<file path="config.mk">
export PLATFORM = sky130hd
export DESIGN_NAME = busact_detect
export DESIGN_NICKNAME = d
export VERILOG_FILES = /design/src/rtl/busact_pkg.sv /design/src/rtl/busact_usb_term.sv /design/src/rtl/busact_merge.sv /design/src/rtl/busact_sticky.sv /design/src/rtl/busact_detect.sv
export SDC_FILE = /design/constraint.sdc
export NUM_CORES = 1
export LEC_CHECK = 0
export CORE_AREA = 5 5 42 44
export DETAILED_ROUTE_END_ITERATION = 10
export DIE_AREA = 0 0 47 49
export PLACE_DENSITY = 0.58
export SYNTH_ARGS = -nofsm -noshare
export SYNTH_HDL_FRONTEND = slang
export SYNTH_SLANG_ARGS = --single-unit
</file>
<file path="constraint.sdc">
create_clock -name clk -period 2.6 [get_ports clk]
set_clock_uncertainty 0.05 [all_clocks]
set_input_delay 0.52 -clock clk [delete_from_list [all_inputs] [get_ports clk]]
set_output_delay 0.52 -clock clk [all_outputs]
set_load 0.02 [all_outputs]
</file>
<file path="src/rtl/busact_pkg.sv">
package busact_pkg;
    localparam int PCI_LINES  = 4;
    localparam int USB_CTRLS  = 3;
    localparam int USB_PORTS  = 2;
    localparam int AUD_ENGINES = 4;

    typedef struct packed {
        logic pci;
        logic intr;
        logic gfx;
        logic usb;
        logic disk;
        logic aud;
    } act_terms_t;

    function automatic logic any_term(input act_terms_t t);
        return t.pci | t.intr | t.gfx | t.usb | t.disk | t.aud;
    endfunction
endpackage

</file>
<file path="src/rtl/busact_usb_term.sv">
module busact_usb_term
    import busact_pkg::*;
#(
    parameter int NPORT = USB_PORTS
) (
    input  logic             clk,
    input  logic             rst,
    input  logic             run,
    input  logic             gsusp,
    input  logic [NPORT-1:0] port_susp,
    output logic             busy
);
    logic port_awake;

    always_comb begin
        port_awake = ~(&port_susp);
        busy       = run & ~gsusp & port_awake;
    end

    a_r5_gsusp_blocks: assert property (@(posedge clk) disable iff (rst)
        gsusp |-> !busy);
    a_r5_halted_blocks: assert property (@(posedge clk) disable iff (rst)
        !run |-> !busy);
endmodule

</file>
<file path="src/rtl/busact_merge.sv">
module busact_merge
    import busact_pkg::*;
#(
    parameter int NPCI = PCI_LINES,
    parameter int NUSB = USB_CTRLS,
    parameter int NAUD = AUD_ENGINES
) (
    input  logic            clk,
    input  logic            rst,
    input  logic [NPCI-1:0] pci_req,
    input  logic            int_req,
    input  logic            gfx_busy_n,
    input  logic [NUSB-1:0] usb_busy,
    input  logic            disk_start,
    input  logic [NAUD-1:0] aud_run,
    output act_terms_t      terms,
    output logic            any_active
);
    always_comb begin
        terms.pci  = |pci_req;
        terms.intr = int_req;
        terms.gfx  = ~gfx_busy_n;
        terms.usb  = |usb_busy;
        terms.disk = disk_start;
        terms.aud  = |aud_run;
        any_active = any_term(terms);
    end

    a_r4_gfx_low_active: assert property (@(posedge clk) disable iff (rst)
        !gfx_busy_n |-> any_active);
    a_r7_audio_active: assert property (@(posedge clk) disable iff (rst)
        (aud_run != '0) |-> any_active);
    a_r2_pci_active: assert property (@(posedge clk) disable iff (rst)
        (pci_req != '0) |-> any_active);
endmodule

</file>
<file path="src/rtl/busact_sticky.sv">
module busact_sticky (
    input  logic clk,
    input  logic rst,
    input  logic set_i,
    input  logic clr_i,
    output logic flag_o
);
    always_ff @(posedge clk) begin
        if (rst)
            flag_o <= 1'b0;
        else
            flag_o <= set_i | (flag_o & ~clr_i);
    end

    a_r8_holds: assert property (@(posedge clk) disable iff (rst)
        flag_o && !clr_i |=> flag_o);
    a_r10_set_wins: assert property (@(posedge clk) disable iff (rst)
        set_i |=> flag_o);
    a_r9_clear: assert property (@(posedge clk) disable iff (rst)
        clr_i && !set_i |=> !flag_o);
    a_r11_stays_low: assert property (@(posedge clk) disable iff (rst)
        !flag_o && !set_i |=> !flag_o);
endmodule

</file>
<file path="src/rtl/busact_detect.sv">
module busact_detect
    import busact_pkg::*;
#(
    parameter int NPCI  = PCI_LINES,
    parameter int NUSB  = USB_CTRLS,
    parameter int NPORT = USB_PORTS,
    parameter int NAUD  = AUD_ENGINES
) (
    input  logic                  clk,
    input  logic                  rst,
    input  logic [NPCI-1:0]       pci_req,
    input  logic                  int_req,
    input  logic                  gfx_busy_n,
    input  logic [NUSB-1:0]       usb_run,
    input  logic [NUSB-1:0]       usb_gsusp,
    input  logic [NUSB*NPORT-1:0] usb_port_susp,
    input  logic                  disk_start,
    input  logic [NAUD-1:0]       aud_run,
    input  logic                  clr_wr_en,
    input  logic                  clr_wr_data,
    output logic                  activity_seen
);
    logic [NUSB-1:0] usb_busy;
    act_terms_t      terms;
    logic            any_active;
    logic            clr_hit;

    for (genvar g = 0; g < NUSB; g++) begin : g_usb
        busact_usb_term #(.NPORT(NPORT)) u_term (
            .clk       (clk),
            .rst       (rst),
            .run       (usb_run[g]),
            .gsusp     (usb_gsusp[g]),
            .port_susp (usb_port_susp[g*NPORT +: NPORT]),
            .busy      (usb_busy[g])
        );
    end

    busact_merge #(.NPCI(NPCI), .NUSB(NUSB), .NAUD(NAUD)) u_merge (
        .clk        (clk),
        .rst        (rst),
        .pci_req    (pci_req),
        .int_req    (int_req),
        .gfx_busy_n (gfx_busy_n),
        .usb_busy   (usb_busy),
        .disk_start (disk_start),
        .aud_run    (aud_run),
        .terms      (terms),
        .any_active (any_active)
    );

    assign clr_hit = clr_wr_en & clr_wr_data;

    busact_sticky u_flag (
        .clk    (clk),
        .rst    (rst),
        .set_i  (any_active),
        .clr_i  (clr_hit),
        .flag_o (activity_seen)
    );

    a_r1_reset_clears: assert property (@(posedge clk)
        rst |=> !activity_seen);
    a_r3_int_sets: assert property (@(posedge clk) disable iff (rst)
        int_req |=> activity_seen);
    a_r6_disk_sets: assert property (@(posedge clk) disable iff (rst)
        disk_start |=> activity_seen);
endmodule

</file>
==> results of run 1 <==
[final timing paths]
| path | startpoint | to | slack (ns) | depth (start not counted) |
|---|---|---|---|---|
| setup / recovery | usb_port_susp[2] | u_flag.flag_o | 0.85 | 4 |
| hold / removal | u_flag.flag_o | u_flag.flag_o | 0.53 | 2 |
| setup reg to reg | u_flag.flag_o | u_flag.flag_o | 1.61 | 2 |
| hold reg to reg | u_flag.flag_o | u_flag.flag_o | 0.53 | 2 |
[cells in the mapped netlist]
master     number
a2111oi_0       1
a222oi_1        1
a41oi_1         1
dfxtp_1         1
nand2_1         4
nor2b_1         3
nor4_1          1
nor4b_1         1
[worst reg2reg max path, delay by kind of cell, from the launching register on]
family / cells / cell delay [ns]
AOI/OAI and AO/OA: 2 / 0.50
DFF: 1 / 0.29
[power groups by stage]
stage          registers [mW]  clock network (mW)  logic [mW]
6_report               0.0169                   0      0.0471
5_1_grt                0.0169                   0      0.0502
4_1_cts                0.0169                   0      0.0476
3_5_place_dp           0.0169                   0      0.0476
3_3_place_gp           0.0169                   0      0.0475
2_1_floorplan          0.0179                   0     0.00572
[cells by family (layout without fill, tap and decap cells)]
family | after synthesis | after routing | synth area share
AO/OA/AOI/OAI | 3 | 3 | 0.286
buffers and inverters | 0 | 27 | 0
flip-flops | 1 | 1 | 0.208
AND/OR/NAND/NOR | 9 | 9 | 0.507
[metrics by stage]
| step | hold WS [ns] | cell area (sq um) | setup WS [ns] |
|---|---|---|---|
| floorplan | 0.542 | 96.3 | 1.36 |
| global placement | 0.517 | 387 | 0.845 |
| detailed placement | 0.534 | 387 | 0.827 |
| CTS | 0.534 | 387 | 0.827 |
| global route | 0.599 | 387 | 0.664 |
| finish | 0.527 | 387 | 0.850 |
[per-layer routing]
metal / GRT usage / vias to the layer above / part of all wire
met1: 0.0370 / 77 / 0.36
met2: 0.0769 / 28 / 0.33
met4: 0 / 0 / 0
met3: 0.0185 / 0 / 0.31
li1: - / 107 / -
met5: 0 / - / 0
[final cells by class]
class,count,area [sq um]
Fill cell,157,1010
Multi-Input combinational cell,12,76.3
Tap cell,16,20.0
Timing Repair Buffer,27,270
Sequential cell,1,20.0
==> flow_summary.toml, run 1 <==
[setup_path]
worst_setup_path_end_kind = "register"
crit_buf_inv = 1
path_cells = "clkdlybuf4s50_1, nand2_1, a222oi_1, a41oi_1"
crit_path_top_delay_cell = "clkdlybuf4s50_1"
crit_family = "compound AO/OA/AOI/OAI gates"
critPathMaxStageDelay_ns = 0.45
start_kind = "input port"
cp_max_fo = 1
required_ns = 2.40
crit_type = "input port to register"
critPathArrivalTime_ns = 1.55

[finish]
layout_common_cells = "27 x clkdlybuf4s50_1, 4 x nand2_1, 3 x nor2b_1"
diodes = 0
postLayoutCoreUtil = 0.276
top_regs = "u_flag.flag_o (1)"
finalNonFillerCells = 56
final_common_cell = "clkdlybuf4s50_1"
synthToLayoutAreaGrowth_pct = 301
nNetsFinal = 69
largest_reg_flops = 1
top_register = "u_flag.flag_o"
drive_gt1_frac = 0

[placement]
port_buffers = 27
routabilityCongestion = 0.530
dp_cells = 56
hpwlAfterDp_um = 557

[power_and_ir_drop]
p_per_area_nw_per_um2 = 165
p_sw_frac = 0.137
internal-power_mw = 0.0552
vdd_drop_max_v = 0.0000400
comb_power_share = 0.736
clkPwrFrac = 0
power.total_mw = 0.0640
switchingPower_mw = 0.00876
p_seq_frac = 0.264
leakagePower_nw = 0.135

[global_route]
grt_start_max_net_pins = 3
grt_pass1_wl_um = 724
overflow = 0
grt_pass1_vias = 211
antenna_found_initial = 0
gr-usage-all-layers = 0.0393

[logic_synthesis]
ys_top_cells_by_area = "dfxtp_1 21%, nor2b_1 19%, nand2_1 16%, a222oi_1 10%, a2111oi_0 9.1%"
synth.distinct_cells = 8
avgSynthCellArea_sq_um = 7.41
yosys_register_bits = 1
synth_area_sq_um = 96.3
synth_seq_area_share = 0.208
synth_top_area_share = 0.208
yosysTopAreaCell = "dfxtp_1"
synth_nets = 40
yosysWarningCount = 0
netlist_instances = 13

[route]
drt_iter0_drc = 4
dr.pass1.iters = 4
wire_per_inst_um = 9.98
vias = 212
viasPerCell = 3.79
postRouteAntennaNets = 0
wl_um = 559
drc = 0

[die]
pin_count = 28
die_area_sq_um = 2300
chipWidth_um = 47
rows = 14
coreArea_sq_um = 1400
initial_core_util = 0.0687
die_h_um = 49

[sta]
timing.final.crit_share = 0.673
rsz0062_at_grt = "false"
fmax_ghz = 0.571
setup_viol = 0
finalSetupTns_ns = 0
maxSlewViolCount = 0
slew_headroom = 0.772
hold_viol_final = 0
min_period_ns = 1.75
tightest_slew_ns = 0.334

[flow_run]
max_cap_violations = 0

[clocking]
cts_setup_buffers = 0
clk_pin_slew_ns = 0
cts-resized-gates = 0
cts_hold_buf = 0
clk_latency_ns = 0

[run_status]
status = "finished, final reports clean"

[min_path]
min_path_type = "register to register"
Power figures use the tool's default switching activity.
==> run 2, diff against run 1 <==
==> constraint.sdc (replaced) <==
create_clock -name clk -period 1.7 [get_ports clk]
set_clock_uncertainty 0.05 [all_clocks]
set_input_delay 0.34 -clock clk [delete_from_list [all_inputs] [get_ports clk]]
set_output_delay 0.34 -clock clk [all_outputs]
set_load 0.02 [all_outputs]
==> flow_summary.toml, run 2 (same netlist as run 1, synthesis figures left out) <==
[finish]
nNetsFinal = 69
layout_common_cells = "27 x clkdlybuf4s50_1, 4 x nand2_1, 3 x nor2b_1"
final_common_cell = "clkdlybuf4s50_1"
synthToLayoutAreaGrowth_pct = 303
fillers = 157
largest_reg_flops = 1
top_register = "u_flag.flag_o"
top_regs = "u_flag.flag_o (1)"
finalNonFillerCells = 56
diodes = 0
multi_input_area_sq_um = 77.6
seq_area_sq_um = 20.0
drive_gt1_frac = 0

[die]
rows = 14
initial_core_util = 0.0687
coreArea_sq_um = 1400
pin_count = 28
die_h_um = 49
die_area_sq_um = 2300
chipWidth_um = 47

[route]
viasPerCell = 3.79
top_layer = "met3"
dr.pass1.iters = 4
wire_per_inst_um = 9.98
wl_met1_um = 203
drt_iter0_drc = 4
drc = 0
wl_um = 559
met3_length_um = 172
vias = 212
postRouteAntennaNets = 0
route.met2.wl_um = 183

[sta]
maxSlewViolCount = 0
finalSetupTns_ns = 0
slew_headroom = 0.773
timing.final.crit_share = 0.922
setup_viol = 0
tightest_slew_ns = 0.340
min_period_ns = 1.57
fmax_ghz = 0.638
hold_viol_final = 0
rsz0062_at_grt = "false"

[setup_path]
crit_type = "input port to register"
r2r_end = "u_flag.flag_o"
required_ns = 1.50
worst_setup_path_end_kind = "register"
start_kind = "input port"
worstReg2RegStart = "u_flag.flag_o"
cp_max_fo = 1
crit_family = "compound AO/OA/AOI/OAI gates"
crit_path_top_delay_cell = "clkdlybuf4s50_1"
rrSetupSlack_ns = 0.74
crit_buf_inv = 1
critPathArrivalTime_ns = 1.37
path_cells = "clkdlybuf4s50_1, nand2_1, a222oi_1, a41oi_1"
reg2reg_depth = 2
critPathMaxStageDelay_ns = 0.45

[power_and_ir_drop]
leakagePower_nw = 0.135
p_per_area_nw_per_um2 = 253
clkPwrFrac = 0
vdd_drop_max_v = 0.0000613
p_seq_frac = 0.263
power.total_mw = 0.0983
switchingPower_mw = 0.0137
internal-power_mw = 0.0846
p_sw_frac = 0.139
comb_power_share = 0.737

[global_route]
antenna_found_initial = 0
grt_pass1_vias = 211
grt_pass1_wl_um = 724
gr-usage-all-layers = 0.0393
grt_start_max_net_pins = 3
overflow = 0

[run_status]
status = "finished, final reports clean"

[clocking]
cts-resized-gates = 0
clk_pin_slew_ns = 0
cts_setup_buffers = 0
clk_latency_ns = 0
cts_hold_buf = 0

[placement]
dp_cells = 56
port_buffers = 27
hpwlAfterDp_um = 557
routabilityCongestion = 0.530

[flow_run]
max_cap_violations = 0

[min_path]
holdPathStages = 2
holdPathEnd = "u_flag.flag_o"
min_path_type = "register to register"
hold_start = "u_flag.flag_o"
[run 2: cell count changes in the layout (fill, tap and decap cells not counted)]
cell       delta
a2111oi_0     -1
a2111oi_1     +1
[run 2: stage by stage]
step	util	hold slack (ns)	area [sq um]	setup slack [ns]
after floorplan	-	0.362	96.3	0.639
after global placement	0.276	0.517	387	0.125
after detailed placement	0.276	0.534	387	0.107
after CTS	0.276	0.534	387	0.107
after global routing	0.277	0.570	388	0.0260
final	0.277	0.513	388	0.132
[run 2: tightest hold or removal path, delay by kind of cell (launching register included)]
kind / cells / cell delay [ns]
flip-flops: 1 / 0.31
AO/OA/AOI/OAI: 2 / 0.21
[run 2: worst max-delay path by stage]
stage,endpoint,slack [ns],cells past startpoint,start
global placement,u_flag.flag_o,0.13,4,usb_port_susp[2]
global route,u_flag.flag_o,0.03,4,usb_port_susp[2]
detailed placement,u_flag.flag_o,0.11,4,clr_wr_en
finish,u_flag.flag_o,0.13,4,usb_port_susp[2]
floorplan,u_flag.flag_o,0.64,3,usb_run[1]
CTS,u_flag.flag_o,0.11,4,clr_wr_data
[run 2: layout make-up]
type	count	share of cell area
well taps	16	0.0516
repair buffers	27	0.697
multi-input cells	12	0.200
flip-flops and latches	1	0.0516
[run 2: power groups by stage]
stage | clock network (mW) | logic [mW] | registers [mW]
4_1_cts | 0 | 0.0728 | 0.0258
6_report | 0 | 0.0724 | 0.0259
2_1_floorplan | 0 | 0.00875 | 0.0274
5_1_grt | 0 | 0.0773 | 0.0260
3_5_place_dp | 0 | 0.0728 | 0.0258
3_3_place_gp | 0 | 0.0727 | 0.0258
[run 2: routing by layer]
| layer | vias up | track usage |
|---|---|---|
| met4 | 0 | 0 |
| met2 | 28 | 0.0769 |
| li1 | 107 | - |
| met3 | 0 | 0.0185 |
| met5 | - | 0 |
| met1 | 77 | 0.0370 |
